<file path="config.mk">
export PLATFORM = sky130hd
export DESIGN_NAME = va_access_gate
export DESIGN_NICKNAME = d
export VERILOG_FILES = /design/src/rtl/va_access_gate.sv
export SDC_FILE = /design/constraint.sdc
export NUM_CORES = 1
export LEC_CHECK = 0
export ABC_AREA = 1
export BUFFER_PORTS_ARGS = -buffer_cell sky130_fd_sc_hd__buf_2
export CAP_MARGIN = 20
export CORE_UTILIZATION = 45
export CTS_BUF_LIST = sky130_fd_sc_hd__clkbuf_4 sky130_fd_sc_hd__clkbuf_8 sky130_fd_sc_hd__clkbuf_16
export CTS_CLUSTER_DIAMETER = 30
export DETAILED_ROUTE_END_ITERATION = 10
export HOLD_SLACK_MARGIN = 0.03
export PLACE_DENSITY_LB_ADDON = 0.2
export REMOVE_ABC_BUFFERS = 1
export SLEW_MARGIN = 20
export SYNTH_ARGS = -nofsm -noshare
export SYNTH_HDL_FRONTEND = slang
export SYNTH_SLANG_ARGS = --single-unit
export TNS_END_PERCENT = 50
</file>
<file path="constraint.sdc">
create_clock -name clk -period 1.8 [get_ports clk]
set_clock_uncertainty 0.1 [all_clocks]
set_input_delay 0.36 -clock clk [delete_from_list [all_inputs] [get_ports clk]]
set_output_delay 0.36 -clock clk [all_outputs]
set_load 0.01 [all_outputs]
</file>
<file path="src/rtl/va_access_gate.sv">
module va_access_gate #(
  parameter int VA_W      = 32,
  parameter int PAGE_BITS = 12,
  parameter int PTB_W     = 10
) (
  input  logic                      clk,
  input  logic                      rst_n,
  input  logic                      req,
  input  logic [VA_W-1:0]           va,
  input  logic [1:0]                acc,
  input  logic                      sup,
  input  logic                      mmu_en,
  input  logic                      probe,
  input  logic                      tlb_hit,
  input  logic [VA_W-PAGE_BITS-1:0] tlb_pfn,
  input  logic                      tlb_r,
  input  logic                      tlb_w,
  input  logic                      tlb_x,
  input  logic                      ptb_load,
  input  logic [PTB_W-1:0]          ptb_val,
  output logic                      pass,
  output logic                      fault,
  output logic [2:0]                cause,
  output logic [VA_W-1:0]           pa,
  output logic [VA_W-1:0]           bad_addr,
  output logic [PTB_W+VA_W-PAGE_BITS+1:0] pte_addr,
  output logic                      tlb_d
);
  localparam int VPN_W = VA_W - PAGE_BITS;

  localparam logic [2:0] C_NONE  = 3'd0;
  localparam logic [2:0] C_SUPER = 3'd1;
  localparam logic [2:0] C_MISS  = 3'd2;
  localparam logic [2:0] C_RD    = 3'd3;
  localparam logic [2:0] C_WR    = 3'd4;
  localparam logic [2:0] C_EX    = 3'd5;

  logic             is_fetch, is_store, perm_ok, kern_bypass, user_high;
  logic [2:0]       cause_c;
  logic [VA_W-1:0]  pa_c;
  logic             commit, tlb_fault;
  logic [PTB_W-1:0] ptb_q;
  logic [VPN_W-1:0] vpn_q;

  assign is_fetch    = acc[1];
  assign is_store    = (acc == 2'b01);
  assign perm_ok     = is_fetch ? tlb_x : (is_store ? tlb_w : tlb_r);
  assign kern_bypass = sup && (&va[VA_W-1:VA_W-2]);
  assign user_high   = !sup && va[VA_W-1];

  always_comb begin
    cause_c = C_NONE;
    pa_c    = '0;
    if (!mmu_en || kern_bypass) begin
      pa_c = va;
    end else if (user_high) begin
      cause_c = C_SUPER;
    end else if (!tlb_hit) begin
      cause_c = C_MISS;
    end else if (!perm_ok) begin
      cause_c = is_fetch ? C_EX : (is_store ? C_WR : C_RD);
    end else begin
      pa_c = {tlb_pfn, va[PAGE_BITS-1:0]};
    end
  end

  assign pass      = req && (cause_c == C_NONE);
  assign fault     = req && (cause_c != C_NONE);
  assign cause     = req ? cause_c : C_NONE;
  assign pa        = pass ? pa_c : '0;
  assign commit    = fault && !probe;
  assign tlb_fault = commit && (cause_c != C_SUPER);

  always_ff @(posedge clk) begin
    if (!rst_n) begin
      bad_addr <= '0;
      ptb_q    <= '0;
      vpn_q    <= '0;
      tlb_d    <= 1'b0;
    end else begin
      if (commit) bad_addr <= va;
      if (tlb_fault) begin
        tlb_d <= !is_fetch;
        vpn_q <= va[VA_W-1:PAGE_BITS];
      end
      if (ptb_load) ptb_q <= ptb_val;
    end
  end

  assign pte_addr = {ptb_q, vpn_q, 2'b00};
endmodule

</file>
* After elaboration in Yosys (flattened, before gate mapping)
Index checks and enable logic that the tools add are counted.
Storage, ports and cells: bits in registers 63, bits of input ports 75
Cells by class: equality and inequality tests 2, muxes and demuxes 14, reductions and logical operators 14
Operators by type and width (count):
- $mux 32 | 5
- $mux 3 | 7
- $logic_and 1x1->1 | 6
- $logic_not 1->1 | 4
- $logic_not 3->1 | 1
- $ne 3x1->1 const B | 1
- $reduce_bool 3->1 | 1
- $eq 2x1->1 const B | 1
- $mux 1 | 2
- $reduce_and 2->1 | 1
- $logic_or 1x1->1 | 1

* Longest topological paths before layout
depth after elaboration 11, gate-level depth with buffers 10, depth with buffers taken out 9

* Worst setup path after synthesis
No wires, ideal clock.
path type input to output, start in sup, end out pa[21], data arrival time 1.257 ns, slack 0.083 ns, stages on the path 8, buffers on the path 2, cells stage by stage nand3_1 > nand2_2 > inv_2 > buf_6 > nand2_2 > nand2_2 > buf_6 > a21oi_1
On the way: cells in the longest elaborated chain, start to end 7, elaborated cells between the ends (all ways) 11, classes of those cells 5 x mux; 6 x reduce/logical
Ends and longest elaborated chain:
- start: declaration | line 11 | input logic sup,
- $logic_not 1->1 | line 49 | assign user_high = !sup && va[VA_W-1];
- $logic_and 1x1->1 | line 49
- $mux 3 | line 56 | end else if (user_high) begin
- $mux 3 | line 54 | if (!mmu_en || kern_bypass) begin
- $logic_not 3->1 | line 67 | assign pass = req && (cause_c == C_NONE);
- $logic_and 1x1->1 | line 67
- $mux 32 (*) | line 70 | assign pa = pass ? pa_c : '0;
- end: declaration | line 24 | output logic [VA_W-1:0] pa,
Mark *: on every way between the ends. The rest lies on a longest branch, timed or not.

* Worst setup path in the final report
start in acc[0], end out pa[29]
On the way: cells in the longest elaborated chain, start to end 10, elaborated cells between the ends (all ways) 16, classes of those cells 1 x eq/ne; 13 x mux; 2 x reduce/logical
Ends and longest elaborated chain:
- start: declaration | line 10 | input logic [1:0] acc,
- $eq 2x1->1 (*) | line 46 | assign is_store = (acc == 2'b01);
- $mux 3 / $mux 1 (equally long branches) (2 in series) | line 61, 47
- $mux 3 | line 60 | end else if (!perm_ok) begin
- $mux 3 | line 58 | end else if (!tlb_hit) begin
- $mux 3 | line 56
- $mux 3 | line 54
- $logic_not 3->1 | line 67
- $logic_and 1x1->1 | line 67
- $mux 32 (*) | line 70
Marks and branches as above.

==> metrics.yaml <==
sta:
  period_share_pct: 102.9
  rsz0062_at_grt: "true"
  min_period_ns: 1.851
  drv_slew: 0
  setup_violations: 26
  setup_ws_ns: -0.05131
  max_freq_mhz: 540.2
  finalHoldViolCount: 0
pwr:
  p_sw_share_pct: 28.47
  combinationalPowerShare_pct: 22.2
  p_int_w: 0.002574
  leakagePower_nw: 2.725
  total_power_w: 0.003598
  p_switching_w: 0.001024
  power_frac_seq_pct: 41.7
  clkPwrFrac_pct: 36.1
  p_per_area_mw_per_mm2: 764.6
  ir_drop_mv: 0.4606
drt:
  via_per_inst: 4.649
  drc: 0
  ant_nets: 0
  via_count: 3677
  wl_per_cell_um: 11.74
  drt_iter0_markers: 140
  drt-total-wl_um: 9286
  drt_pre_antenna_iters: 4
clock_network:
  cts_tree: "built"
  htree_levels: 3
  clock_latency_ns: 0.33
  clock_path_buffers: 2
  cts_buffers: 9
  root_buffer: "clkbuf_8"
  hold_buffers: 0
  cts.sinks: 63
  path_clk_slew_ns: 0.07
finish:
  antenna_cells: 0
  regArea_sq_mm: 0.001261
  instances_no_fill: 791
  drive_above_1_share_pct: 36.83
  nFillCells: 588
  area_delta_synth_final_pct: 48.60
  fin_nets: 765
  multi_input_area_sq_mm: 0.001592
setup_path:
  cp_slowest_cell: "buf_12"
  cp-start-kind: "primary input"
  rr_worst_depth: 2
  r2r_slack_ns: 1.06
  critPathCapture: "pa[29]"
  critical_path_arrival_ns: 1.39
  r2r-start: "ptb_q[6]"
  required_ns: 1.34
  crit_path_frequent_cell: "nand2_4"
  crit_fanout: 8
  max_stage_delay_ns: 0.16
  cp-startpoint: "acc[0]"
  critPathKind: "primary input to primary output"
  r2r-end: "ptb_q[6]"
  cp_cell_sequence: "buf_8 -> nor2_4 -> nand2_2 -> nand2_4 -> o21bai_4 -> nand2_4 -> nand2_8 -> buf_12 -> a21oi_2 -> buf_2"
  setup.worst_path.end_class: "primary output"
place:
  place_congestion: 0.8046
  portBuffers: 174
  dpl.hpwl_um: 6118
  dp_cells: 768
global_route:
  grt-busiest-layer: "met2"
  antenna_found_initial: 0
  use_met1_pct: 30.44
  grt_pass1_vias: 3184
  grt-ovfl-total: 0
  grt_pass1_wl_um: 14370
  grt_max_degree: 63
  grtUsageMet3_pct: 5.101
  grtUsageMet2_pct: 42.50
  track_usage_pct: 24.57
logic_synthesis:
  synth_edf_count: 0
  synth-seq-area-share_pct: 39.83
  syn_avg_cell_area_sq_um: 6.185
  netlist_area_sq_mm: 0.003167
  async_reset_ff_share_pct: 0
  synth_top_area_share_pct: 39.83
  yosysTopAreaCell: "dfxtp_1"
  ys_types: 21
  synthFlopType: "dfxtp_1"
  synth_area_leaders: "dfxtp_1, nand2_1, nor2_1"
  yosys-top-cells-count: "nand2_1, nor2_1, inv_1"
  post-synth-top-count-cell: "nand2_1"
  synthCells: 512
  ys.warnings.count: 0
  synth_seq_cells: 63
die:
  core_area_sq_mm: 0.006794
  die_h_um: 85.89
  die-area_sq_mm: 0.007377
  io_pins: 177
  die_w_um: 85.89
  start_util_pct: 46.61
  rows: 30
job:
  maxCapViolations: 0
outcome:
  violations: "negative setup slack"
  status: "complete, but fails checks"
worst_hold_path:
  hold_path_startpoint: "ptb_val[9]"
  hold_class: "primary input to flip-flop"
through the flow:
step | setup TNS [ns] | cell area [sq um] | worst slack (ns) | util, % | hold slack [ns]
floorplan | -28.07 | 2994 | -0.5081 | - | 0.3804
global placement | -1.549 | 4198 | -0.07779 | 61.79 | 0.3559
detailed placement | -3.283 | 4198 | -0.1395 | 61.79 | 0.3653
CTS | -1.178 | 4603 | -0.05958 | 67.75 | 0.1390
global route | -1.562 | 4706 | -0.09161 | 69.26 | 0.1551
finish | -0.2982 | 4706 | -0.05131 | 69.26 | 0.1496
routing by layer:
metal / up-vias / routed length [um]
li1: 1878 / -
met1: 1646 / 4081
met3: 12 / 642
met5: - / 0
met2: 141 / 4440
met4: 0 / 121
worst min-delay path by stage:
| stage | endpoint | cells after the start |
|---|---|---|
| after floorplan | bad_addr[0] | 2 |
| after global placement | vpn_q[17] | 2 |
| after detailed placement | vpn_q[16] | 2 |
| after CTS | ptb_q[9] | 3 |
| after global routing | ptb_q[7] | 3 |
| final | ptb_q[9] | 3 |
critical path, delay by kind of cell:
kind	cells	cell delay, ns
and+or+nand+nor	5	0.42
AOI/OAI and AO/OA	2	0.19
buffers and inverters	3	0.42
placed cells by master, fill, tap and decap left out, types with 2 or more instances in the layout:
master	Yosys	layout
nand2_1	132	128
dfxtp_1	63	63
buf_6	5	5
inv_2	2	2
buf_12	0	8
nand2_4	0	3
nand2_2	3	3
nand3_1	22	22
conb_1	1	2
nor2_2	2	8
a21oi_2	6	16
buf_16	0	2
nor2_1	128	116
inv_1	71	69
a21oi_1	31	21
buf_2	9	167
nor2_4	0	6
clkinv_2	0	2
o21ai_0	16	16
clkbuf_8	0	12
buf_4	3	14
registers in the layout, summed over array words and instances, names as in the netlist:
register,flops
bad_addr,32
vpn_q,20
ptb_q,10
tlb_d,1
kinds of logic (layout without fill, tap and decap cells):
group | count (synthesis) | in the layout | synth area share (%)
simple gates | 289 | 289 | 36.03
buf+inv | 105 | 287 | 14.34
flops | 63 | 63 | 39.83
other cells | 1 | 2 | 0.1184
compound gates | 54 | 54 | 9.680
final cells by class:
cell class,count,area share [%]
Multi-Input combinational cell,345,33.82
Sequential cell,63,26.80
Timing Repair Buffer,197,26.08
Inverter,74,6.222
Clock buffer,13,3.669
Tap cell,96,2.553
Clock inverter,3,0.8508
power groups by stage:
stage,sequential [W],combinational [W],clock (W)
after floorplan,0.00156,0.000303,0
after global placement,0.00153,0.000686,0
after detailed placement,0.00153,0.000701,0
after CTS,0.00150,0.000769,0.00133
after global routing,0.00151,0.000879,0.00139
final,0.00150,0.000798,0.00130
what timing repair did:
item                       CTS  global route
resized for setup           34            25
pin swaps                    8             9
cloned                       2             0
setup buffers                2             3
setup endpoints to repair   33            33
(Power assumes the default switching activity.)
